==> config.mk <==
export PLATFORM = sky130hd
export DESIGN_NAME = dram_perf_monitor
export DESIGN_NICKNAME = d
export VERILOG_FILES = /design/src/rtl/dpm_pkg.sv /design/src/rtl/dpm_addr_dec.sv /design/src/rtl/dpm_prog_cnt.sv /design/src/rtl/dpm_fixed_cnt.sv /design/src/rtl/dram_perf_monitor.sv
export SDC_FILE = /design/constraint.sdc
export NUM_CORES = 2
export LEC_CHECK = 0
export ABC_AREA = 0
export BUFFER_PORTS_ARGS = -buffer_cell sky130_fd_sc_hd__buf_2
export CORE_MARGIN = 4
export CORE_UTILIZATION = 45
export CTS_CLUSTER_SIZE = 20
export DETAILED_ROUTE_END_ITERATION = 7
export PLACE_DENSITY = 0.66
export SYNTH_ARGS = -nofsm -noshare
export SYNTH_HDL_FRONTEND = slang
export SYNTH_SLANG_ARGS = --single-unit
==> constraint.sdc <==
create_clock -name clk_i -period 3 [get_ports clk_i]
set_input_delay 0.15 -clock clk_i [delete_from_list [all_inputs] [get_ports clk_i]]
set_output_delay 0.15 -clock clk_i [all_outputs]
set_load 0.01 [all_outputs]
==> src/rtl/dpm_pkg.sv <==
package dpm_pkg;
  localparam int unsigned ADDR_W = 16;
  localparam int unsigned IDX_W  = 3;   // counter index field width, up to 8 counters

  localparam logic [ADDR_W-1:0] OFS_MODE  = 16'h8020;
  localparam logic [ADDR_W-1:0] OFS_START = 16'h8028;
  localparam logic [ADDR_W-1:0] OFS_END   = 16'h8030;
  localparam logic [ADDR_W-1:0] OFS_CFG0  = 16'h8040;
  localparam logic [ADDR_W-1:0] OFS_VAL0  = 16'h8080;
  localparam logic [ADDR_W-1:0] OFS_FEN   = 16'h80C0;
  localparam logic [ADDR_W-1:0] OFS_FCLR  = 16'h80C8;
  localparam logic [ADDR_W-1:0] OFS_FWR   = 16'h80D0;
  localparam logic [ADDR_W-1:0] OFS_FRD   = 16'h80D8;

  localparam int unsigned EN_BIT = 63;

  typedef enum logic [3:0] {
    SEL_NONE, SEL_MODE, SEL_START, SEL_END, SEL_CFG,
    SEL_VAL, SEL_FEN, SEL_FCLR, SEL_FWR, SEL_FRD
  } reg_sel_e;
endpackage

==> src/rtl/dpm_addr_dec.sv <==
module dpm_addr_dec
  import dpm_pkg::*;
#(
  parameter int unsigned NUM_PROG = 8
) (
  input  logic [ADDR_W-1:0] addr_i,
  output reg_sel_e          sel_o,
  output logic [IDX_W-1:0]  idx_o
);
  logic idx_ok;
  assign idx_o  = addr_i[5:3];
  assign idx_ok = {29'd0, addr_i[5:3]} < NUM_PROG;

  always_comb begin
    sel_o = SEL_NONE;
    if (addr_i[2:0] == 3'b000) begin
      if (addr_i[ADDR_W-1:6] == OFS_CFG0[ADDR_W-1:6]) begin
        sel_o = idx_ok ? SEL_CFG : SEL_NONE;
      end else if (addr_i[ADDR_W-1:6] == OFS_VAL0[ADDR_W-1:6]) begin
        sel_o = idx_ok ? SEL_VAL : SEL_NONE;
      end else begin
        case (addr_i)
          OFS_MODE:  sel_o = SEL_MODE;
          OFS_START: sel_o = SEL_START;
          OFS_END:   sel_o = SEL_END;
          OFS_FEN:   sel_o = SEL_FEN;
          OFS_FCLR:  sel_o = SEL_FCLR;
          OFS_FWR:   sel_o = SEL_FWR;
          OFS_FRD:   sel_o = SEL_FRD;
          default:   sel_o = SEL_NONE;
        endcase
      end
    end
  end
endmodule

==> src/rtl/dpm_prog_cnt.sv <==
module dpm_prog_cnt #(
  parameter int unsigned CNT_W = 48,
  parameter int unsigned EVT_W = 55
) (
  input  logic             clk_i,
  input  logic             rst_ni,
  input  logic             clr_i,
  input  logic             active_i,
  input  logic             en_i,
  input  logic [EVT_W-1:0] mask_i,
  input  logic [EVT_W-1:0] evt_i,
  output logic [CNT_W-1:0] cnt_o
);
  localparam logic [CNT_W-1:0] CNT_MAX = '1;

  logic hit;
  assign hit = en_i & active_i & (|(mask_i & evt_i));

  always_ff @(posedge clk_i or negedge rst_ni) begin
    if (!rst_ni)                        cnt_o <= '0;
    else if (clr_i)                     cnt_o <= '0;
    else if (hit && (cnt_o != CNT_MAX)) cnt_o <= cnt_o + 1'b1;
  end

  a_r6_start_zeroes: assert property (@(posedge clk_i) disable iff (!rst_ni)
    clr_i |=> (cnt_o == '0));
  a_r7_saturate: assert property (@(posedge clk_i) disable iff (!rst_ni)
    (!clr_i && cnt_o == CNT_MAX) |=> (cnt_o == CNT_MAX));
  a_r4_step_one: assert property (@(posedge clk_i) disable iff (!rst_ni)
    !clr_i |=> (cnt_o == $past(cnt_o) || cnt_o == $past(cnt_o) + 1'b1));
  a_r6_idle_hold: assert property (@(posedge clk_i) disable iff (!rst_ni)
    (!clr_i && !active_i) |=> $stable(cnt_o));
endmodule

==> src/rtl/dpm_fixed_cnt.sv <==
module dpm_fixed_cnt #(
  parameter int unsigned CNT_W = 48
) (
  input  logic             clk_i,
  input  logic             rst_ni,
  input  logic             clr_i,
  input  logic             en_i,
  input  logic             beat_i,
  output logic [CNT_W-1:0] cnt_o
);
  localparam logic [CNT_W-1:0] CNT_MAX = '1;

  always_ff @(posedge clk_i or negedge rst_ni) begin
    if (!rst_ni)            cnt_o <= '0;
    else if (clr_i)         cnt_o <= '0;
    else if (en_i && beat_i) cnt_o <= cnt_o + 1'b1;  // rolls over
  end

  a_r9_clear: assert property (@(posedge clk_i) disable iff (!rst_ni)
    clr_i |=> (cnt_o == '0));
  a_r10_wrap: assert property (@(posedge clk_i) disable iff (!rst_ni)
    (!clr_i && en_i && beat_i && cnt_o == CNT_MAX) |=> (cnt_o == '0));
  a_r8_hold_off: assert property (@(posedge clk_i) disable iff (!rst_ni)
    (!clr_i && !(en_i && beat_i)) |=> $stable(cnt_o));
endmodule

==> src/rtl/dram_perf_monitor.sv <==
module dram_perf_monitor
  import dpm_pkg::*;
#(
  parameter int unsigned NUM_PROG = 8,
  parameter int unsigned CNT_W    = 48,
  parameter int unsigned EVT_W    = 55
) (
  input  logic              clk_i,
  input  logic              rst_ni,
  input  logic              req_valid_i,
  input  logic              req_write_i,
  input  logic [ADDR_W-1:0] req_addr_i,
  input  logic [63:0]       req_wdata_i,
  output logic              rsp_valid_o,
  output logic [63:0]       rsp_rdata_o,
  input  logic [EVT_W-1:0]  event_i,
  input  logic              rd_beat_i,
  input  logic              wr_beat_i
);
  reg_sel_e             sel;
  logic [IDX_W-1:0]     idx;
  logic                 wr_en, rd_en;
  logic                 start_p, end_p, fclr_wr, fclr_rd;
  logic                 mode_q, active_q;
  logic [1:0]           fen_q;               // [0] write counter, [1] read counter
  logic [63:0]          cfg_q [NUM_PROG];
  logic [CNT_W-1:0]     prog_val [NUM_PROG];
  logic [CNT_W-1:0]     fwr_val, frd_val;
  logic [63:0]          rdata_d;

  dpm_addr_dec #(.NUM_PROG(NUM_PROG)) i_dec (
    .addr_i (req_addr_i),
    .sel_o  (sel),
    .idx_o  (idx)
  );

  assign wr_en   = req_valid_i & req_write_i;
  assign rd_en   = req_valid_i & ~req_write_i;
  assign start_p = wr_en && sel == SEL_START && req_wdata_i[0];
  assign end_p   = wr_en && sel == SEL_END   && req_wdata_i[0];
  assign fclr_wr = wr_en && sel == SEL_FCLR  && req_wdata_i[0];
  assign fclr_rd = wr_en && sel == SEL_FCLR  && req_wdata_i[1];

  always_ff @(posedge clk_i or negedge rst_ni) begin
    if (!rst_ni) begin
      mode_q   <= 1'b0;
      active_q <= 1'b0;
      fen_q    <= 2'b00;
    end else begin
      if (wr_en && sel == SEL_MODE) mode_q <= req_wdata_i[0];
      if (wr_en && sel == SEL_FEN)  fen_q  <= req_wdata_i[1:0];
      if (start_p)                  active_q <= 1'b1;
      else if (end_p)               active_q <= 1'b0;
    end
  end

  always_ff @(posedge clk_i or negedge rst_ni) begin
    if (!rst_ni) begin
      for (int n = 0; n < NUM_PROG; n++) cfg_q[n] <= '0;
    end else if (wr_en && sel == SEL_CFG) begin
      cfg_q[idx] <= req_wdata_i;
    end
  end

  for (genvar g = 0; g < NUM_PROG; g++) begin : g_prog
    dpm_prog_cnt #(.CNT_W(CNT_W), .EVT_W(EVT_W)) i_cnt (
      .clk_i    (clk_i),
      .rst_ni   (rst_ni),
      .clr_i    (start_p),
      .active_i (active_q),
      .en_i     (cfg_q[g][EN_BIT]),
      .mask_i   (cfg_q[g][EVT_W-1:0]),
      .evt_i    (event_i),
      .cnt_o    (prog_val[g])
    );
  end

  dpm_fixed_cnt #(.CNT_W(CNT_W)) i_fix_wr (
    .clk_i  (clk_i),
    .rst_ni (rst_ni),
    .clr_i  (fclr_wr),
    .en_i   (fen_q[0]),
    .beat_i (wr_beat_i),
    .cnt_o  (fwr_val)
  );

  dpm_fixed_cnt #(.CNT_W(CNT_W)) i_fix_rd (
    .clk_i  (clk_i),
    .rst_ni (rst_ni),
    .clr_i  (fclr_rd),
    .en_i   (fen_q[1]),
    .beat_i (rd_beat_i),
    .cnt_o  (frd_val)
  );

  always_comb begin
    rdata_d = '0;
    case (sel)
      SEL_MODE:  rdata_d[0]   = mode_q;
      SEL_START: rdata_d[1]   = active_q;
      SEL_CFG:   rdata_d      = cfg_q[idx];
      SEL_VAL:   rdata_d      = 64'(prog_val[idx]);
      SEL_FEN:   rdata_d[1:0] = fen_q;
      SEL_FWR:   rdata_d      = 64'(fwr_val);
      SEL_FRD:   rdata_d      = 64'(frd_val);
      default:   rdata_d      = '0;
    endcase
  end

  always_ff @(posedge clk_i or negedge rst_ni) begin
    if (!rst_ni) begin
      rsp_valid_o <= 1'b0;
      rsp_rdata_o <= '0;
    end else begin
      rsp_valid_o <= rd_en;
      rsp_rdata_o <= rd_en ? rdata_d : '0;
    end
  end

  a_r2_rsp_next: assert property (@(posedge clk_i) disable iff (!rst_ni)
    rd_en |=> rsp_valid_o);
  a_r2_no_rsp_on_write: assert property (@(posedge clk_i) disable iff (!rst_ni)
    (!rd_en) |=> !rsp_valid_o);
  a_r6_start_sets_active: assert property (@(posedge clk_i) disable iff (!rst_ni)
    start_p |=> active_q);
  a_r6_end_clears_active: assert property (@(posedge clk_i) disable iff (!rst_ni)
    end_p |=> !active_q);
endmodule

## Yosys cells after proc, flatten, opt, wreduce, memory -nomap -nowiden

Index checks and enable logic that the tools add are counted.

- Eq/ne operators: 26
- Reductions and logical operators: 41
- Muxes and demuxes: 39
- Bitwise gates (word level): 28
- Add/subtract/negate cells: 10
- $lt $le $gt $ge: 2

Operator list:

| operator | number |
|---|---|
| $mux 48 | 22 |
| $bwmux 512 | 1 |
| $add 48x1->48 const B | 10 |
| $and 55x55->55 | 8 |
| $reduce_or 55->1 | 8 |
| $ne 48x48->1 const B | 8 |
| $mux 64 | 4 |
| $pmux 62 s4 | 1 |
| $bmux 64 s3 | 1 |
| $demux 64 s3 | 1 |
| $bmux 48 s3 | 1 |
| $eq 16x16->1 const B | 7 |
| $pmux 4 s7 | 1 |
| $reduce_bool 2->1 | 11 |
| $logic_and 1x1->1 | 21 |
| $eq 10x10->1 const B | 2 |
| $and 1x1->1 | 18 |
| $eq 4x3->1 const B | 4 |
| $mux 4 | 3 |
| $pmux 1 s6 | 2 |
| $eq 4x2->1 const B | 2 |
| $eq 4x4->1 const B | 2 |
| $eq 4x1->1 const B | 1 |
| $ge 4x4->1 const B | 1 |
| other kinds (5) | 6 |

- Register bits: 1061
- Word-level logic and storage cells: 169
- Output and inout port bits: 65
- Input port bits: 141

## Depth between registers and ports, before layout

- Depth after elaboration: 10
- Depth in mapped cells: 11
- Mapped depth without buffers: 8

## Modules after synthesis

From an unflattened synthesis, not the netlist that was laid out.

- Cells, all modules: 5299
- Area, all modules: 58220.8 µm²

Modules (own cells, without submodules):

| module | sequential area each (µm²) | cells each | instances | area an instance (µm²) |
|---|---|---|---|---|
| dram_perf_monitor | 14538.9 | 2084 | 1 | 28747.6 |
| dpm_prog_cnt | 1201.2 | 330 | 8 | 3019.1 |
| dpm_fixed_cnt | 1201.2 | 276 | 2 | 2575.0 |
| dpm_addr_dec | 0.0 | 23 | 1 | 170.2 |

## Worst setup path before layout

OpenSTA, ideal clock, no wires.

- Path kind: input -> register
- Start: input req_addr_i[2]
- End: register cfg_q[309] in the netlist's numbering
- Path buffers: 1
- Setup time: 0.128 ns
- Arrival time: 2.583 ns
- Path slack: 0.289 ns
- Stages: 7
- Data required time: 2.872 ns
- Path through: or4_1 or3_1 nor3_4 nand3_4 nor2_8 buf_4 mux2_1

- Word-level cells in the longest chain between the ends: 7
- Elaborated cells on any way between the ends: 14
- Classes of those cells: eq/ne: 8; mux: 4; reduce/logical: 2

RTL lines:

| element | line | RTL |
|---|---|---|
| start, declared | dram_perf_monitor.sv:12 | `input logic [ADDR_W-1:0] req_addr_i,` |
| $eq 16x16->1 | dpm_addr_dec.sv:22 | `case (addr_i)` |
| $pmux 4 s7 | dpm_addr_dec.sv:22 |  |
| $mux 4 | dpm_addr_dec.sv:19 | `end else if (addr_i[ADDR_W-1:6] == OFS_VAL0[ADDR_W-1:6]) begin` |
| $mux 4 | dpm_addr_dec.sv:17 | `if (addr_i[ADDR_W-1:6] == OFS_CFG0[ADDR_W-1:6]) begin` |
| $mux 4 (*) | dpm_addr_dec.sv:16 | `if (addr_i[2:0] == 3'b000) begin` |
| $eq 4x3->1 (*) | dram_perf_monitor.sv:60 | `end else if (wr_en && sel == SEL_CFG) begin` |
| $logic_and 1x1->1 (*) | dram_perf_monitor.sv:60 |  |
| end signal, assigned by index | dram_perf_monitor.sv:61 | `cfg_q[idx] <= req_wdata_i;` |
| end, declared | dram_perf_monitor.sv:26 | `logic [63:0] cfg_q [NUM_PROG];` |

Mark *: on every way between the ends. The rest lies on a longest branch, timed or not.
A chain may end at the register's enable or synchronous reset.

## Worst setup path after layout

- Start: register cfg_q[458] in the netlist's numbering
- End: register g_prog[0].i_cnt.cnt_o[39]

- Word-level cells in the longest chain between the ends: 5

RTL lines:

| element | line | RTL |
|---|---|---|
| $and 55x55->55 | dpm_prog_cnt.sv:17 | `assign hit = en_i & active_i & (\|(mask_i & evt_i));` |
| $reduce_or 55->1 | dpm_prog_cnt.sv:17 |  |
| $and 1x1->1 | dpm_prog_cnt.sv:17 |  |
| $logic_and 1x1->1 | dpm_prog_cnt.sv:22 | `else if (hit && (cnt_o != CNT_MAX)) cnt_o <= cnt_o + 1'b1;` |
| $reduce_bool 2->1 (no line) | - |  |
| end signal, assigned | dpm_prog_cnt.sv:22 |  |
| end, declared | dpm_prog_cnt.sv:12 | `output logic [CNT_W-1:0] cnt_o` |

No other way between the ends.

==> results.md <==
* Yosys warns at 0
* Final critical-path required period at 3.08 ns
* Share of the synthesized area in the top cell type at 0.477
* H-tree depth at 3
* Worst Setup Start Kind: flip-flop
* Power density over the cells at a little under 500 nW/µm²
* Max Cap Viol at 0
* DRT iter0 DRCs at roughly 7,400
* Total gr overflow at 0
* Avg WL per Cell at approximately 35 µm
* Die Y at roughly 360 µm
* Reg clk slew, reported paths at roughly 0.060 ns
* Final period util at 1.03
* Worst-path fanout max at 20
* Cells after Synth at 5,353
* P_leak at 31.0 nW
* Ys flop type: dfrtp_1
* Worst slew margin at 0.219
* DIE WIDTH at around 360 µm
* Post-route DRC at 0
* Worst Path Required at ~3.6 ns
* DRT Pass-1 Iters at 8
* Vias in the first global route at 50,000
* Starting Density at 0.455
* Max Clk Rate at between 300 and 400 MHz
* Asr flop ratio synth at 1.00
* Mapped cell area at 55,700 µm²
* Die area at 129,000 µm²
* Seq/Total Area, Yosys at 0.477
* Clock Skew at 0.0402 ns
* Run status: complete, but fails checks
* Commonest cells in the netlist: dfrtp_1, nor2_1, mux2_2
* Postcts setup bufs at 0
* Clock Path Buffers at 3
* Logic pwr share at 0.067
* Synthesis-stage register bit count at between 1,000 and 1,500
* First-pass GRT wire length at 379,000 µm
* ANT nets after route at 0
* Row count at 128
* Vias at between 50,000 and 60,000
* VDD IR max at around 490 µV
* Largest cells by area after synthesis: dfrtp_1, mux2_2, mux2_1
* Share of cells above drive strength 1 at 0.240
* Min-delay worst type: in -> reg
* Share of power burned in registers at 0.442
* Clock share of power at 0.491
* Final core occ at 0.550
* Worst slack at placement at -0.514 ns
* Syn Area/Cell at about 10 µm²
* Net switching power at 8.18 mW
* Leading area contributor after synthesis: dfrtp_1
* Critical path endpoint category: flip-flop
* Syn_nets at between 5,000 and 6,000
* Port buffer count at a little over 200
* Violated checks: negative setup slack
* Worst skew pair latency at slightly below 0.8 ns
* Crit path arrival time at 3.69 ns
* EDFF count, synth at 0
* Initial antenna violation count at 23
* PnR worst setup slack at -0.0787 ns
* Synth cell types at 73
* RSZ-0062 raised after global routing: no
* Hold Vio Cnt, Final at 0
* Core footprint at around 120,000 µm²
* Post-DP HPWL at between 200,000 and 250,000 µm
* CTS root buf: clkbuf_16
* Final setup vio count at 15
* Crit path kind: reg -> reg
* Fin. max-slew vios at 0
* Routed WL at 268,000 µm
* CTS tree: yes
* Final Net Count at approximately 6,100
* Syn-to-layout area delta at 20.9%
* Sw Ratio at 0.253
* Int Pwr at 24.2 mW
* Largest net degree at the start of global routing at between 90 and 100
* Slew @ Worst Pin at ~1.2 ns
* Top-Level Pins at ~210
* CTS Buf Count at about 120
* Sink Count at between 1,000 and 1,500
* GRT Total Usage at 0.405
* Most frequent cell after synthesis: dfrtp_1
* DR vias/cell at 6.73
* Final GP Congestion at around 1.1
## cell type report
class	instances	area [µm²]
Tap cell	1625	2030
Clock inverter	71	925
Multi-Input combinational cell	3885	27500
Sequential cell	1061	26600
Timing Repair Buffer	821	6860
Fill cell	10900	55000
Clock buffer	153	3270
Antenna cell	16	40.0
Inverter	38	143
## cells by family (layout without fill, tap and decap cells)
family                   Yosys count  in the layout  synth area share
buffers and inverters            407           1083            0.0326
other                              0             16                 0
multiplexers                     679            679             0.140
adder cells (fa/ha/maj)           10             10           0.00225
flip-flops                      1061           1061             0.477
AO/OA/AOI/OAI                    982            982             0.120
XOR/XNOR                         333            333            0.0524
AND/OR/NAND/NOR                 1881           1881             0.176
## power by group through the flow
stage	Clock [mW]	Sequential (mW)	Combinational, mW
2_1_floorplan	0	14.6	0.582
3_3_place_gp	0	14.6	2.00
3_5_place_dp	0	14.6	2.00
4_1_cts	16.0	14.3	2.09
5_1_grt	16.5	14.3	2.21
6_report	15.9	14.3	2.18
## flip-flops by register name (all words and copies together), names as in the netlist
signal              cells
active_q                1
i_fix_rd.cnt_o         48
mode_q                  1
rsp_valid_o             1
fen_q                   2
g_prog.i_cnt.cnt_o    384
i_fix_wr.cnt_o         48
cfg_q                 512
rsp_rdata_o            64
## cells in the final DEF (no fill, tap or decap), drive strengths merged, types with 13 or more instances in the layout
| cell type | n |
|---|---|
| xnor2 | 159 |
| diode | 16 |
| and4 | 49 |
| nand4 | 190 |
| xor2 | 174 |
| o21ai | 140 |
| o22a | 14 |
| clkinv | 32 |
| or3 | 93 |
| nand3 | 239 |
| nor3 | 131 |
| clkinvlp | 16 |
| nand2b | 43 |
| nor4 | 106 |
| or4 | 52 |
| a22o | 93 |
| and2 | 31 |
| o31ai | 24 |
| o22ai | 271 |
| a222oi | 28 |
| dfrtp | 1061 |
| or2 | 13 |
| mux2i | 77 |
| a22oi | 49 |
| nand2 | 275 |
| clkbuf | 154 |
| o211ai | 21 |
| bufinv | 18 |
| a221oi | 100 |
| a21oi | 158 |
| o221ai | 41 |
| buf | 746 |
| and3 | 93 |
| mux4 | 20 |
| nor2 | 516 |
| mux2 | 582 |
| inv | 43 |
| dlygate4sd3 | 74 |
## worst max-delay path: stages, from the launching register on
cell,delay (ns)
dfrtp_1,0.53
a22o_1,0.28
a221oi_1,0.57
nand4_1,0.30
nor4_4,0.47
buf_12,0.20
or2_2,0.16
buf_12,0.15
nor4_1,0.07
mux2i_1,0.15
## worst paths after layout
| kind | start | endpoint | slack, ns | cells past startpoint |
|---|---|---|---|---|
| worst max register to register | cfg_q[458] | g_prog[0].i_cnt.cnt_o[39] | -0.08 | 9 |
| min in group asynchronous | rst_ni | cfg_q[192] | 0.52 | 3 |
| worst max-delay path | cfg_q[458] | g_prog[0].i_cnt.cnt_o[39] | -0.08 | 9 |
| max in group asynchronous | rst_ni | g_prog[0].i_cnt.cnt_o[26] | 1.01 | 4 |
| worst min register to register | cfg_q[311] | cfg_q[311] | 0.49 | 1 |
| worst min-delay path | req_addr_i[4] | rsp_rdata_o[1] | 0.12 | 4 |
## layer usage
layer  GRT usage  wire [µm]  up-vias
met1       0.495      97000    25900
met2       0.602     115000     3427
li1            -          -    21300
met5           0         57        -
met4       0.337      29400        8
met3       0.103      27000      992
## metrics by stage
| step | cell area, µm² | TNS, ns | hold slack, ns | cells | power, mW |
|---|---|---|---|---|---|
| 4_1_cts | 67200 | 0 | 0.0578 | 7654 | 32.4 |
| 3_3_place_gp | 62300 | -21.91 | 0.160 | 7356 | 16.6 |
| 3_5_place_dp | 62300 | -39.03 | 0.165 | 7356 | 16.6 |
| 6_report | 67300 | -0.483 | 0.119 | 7670 | 32.4 |
| 2_1_floorplan | 55700 | 0 | -0.146 | 5353 | 15.2 |
| 5_1_grt | 67300 | 0 | 0.111 | 7656 | 33.0 |
## timing repair
item                                    CTS  global route
setup endpoints to repair                 7            19
endpoints found under the hold margin  1073             0
gates resized for setup                   4            11
pin swaps                                 0             2
hold buffers                             74             0
Power figures use the tool's default switching activity.
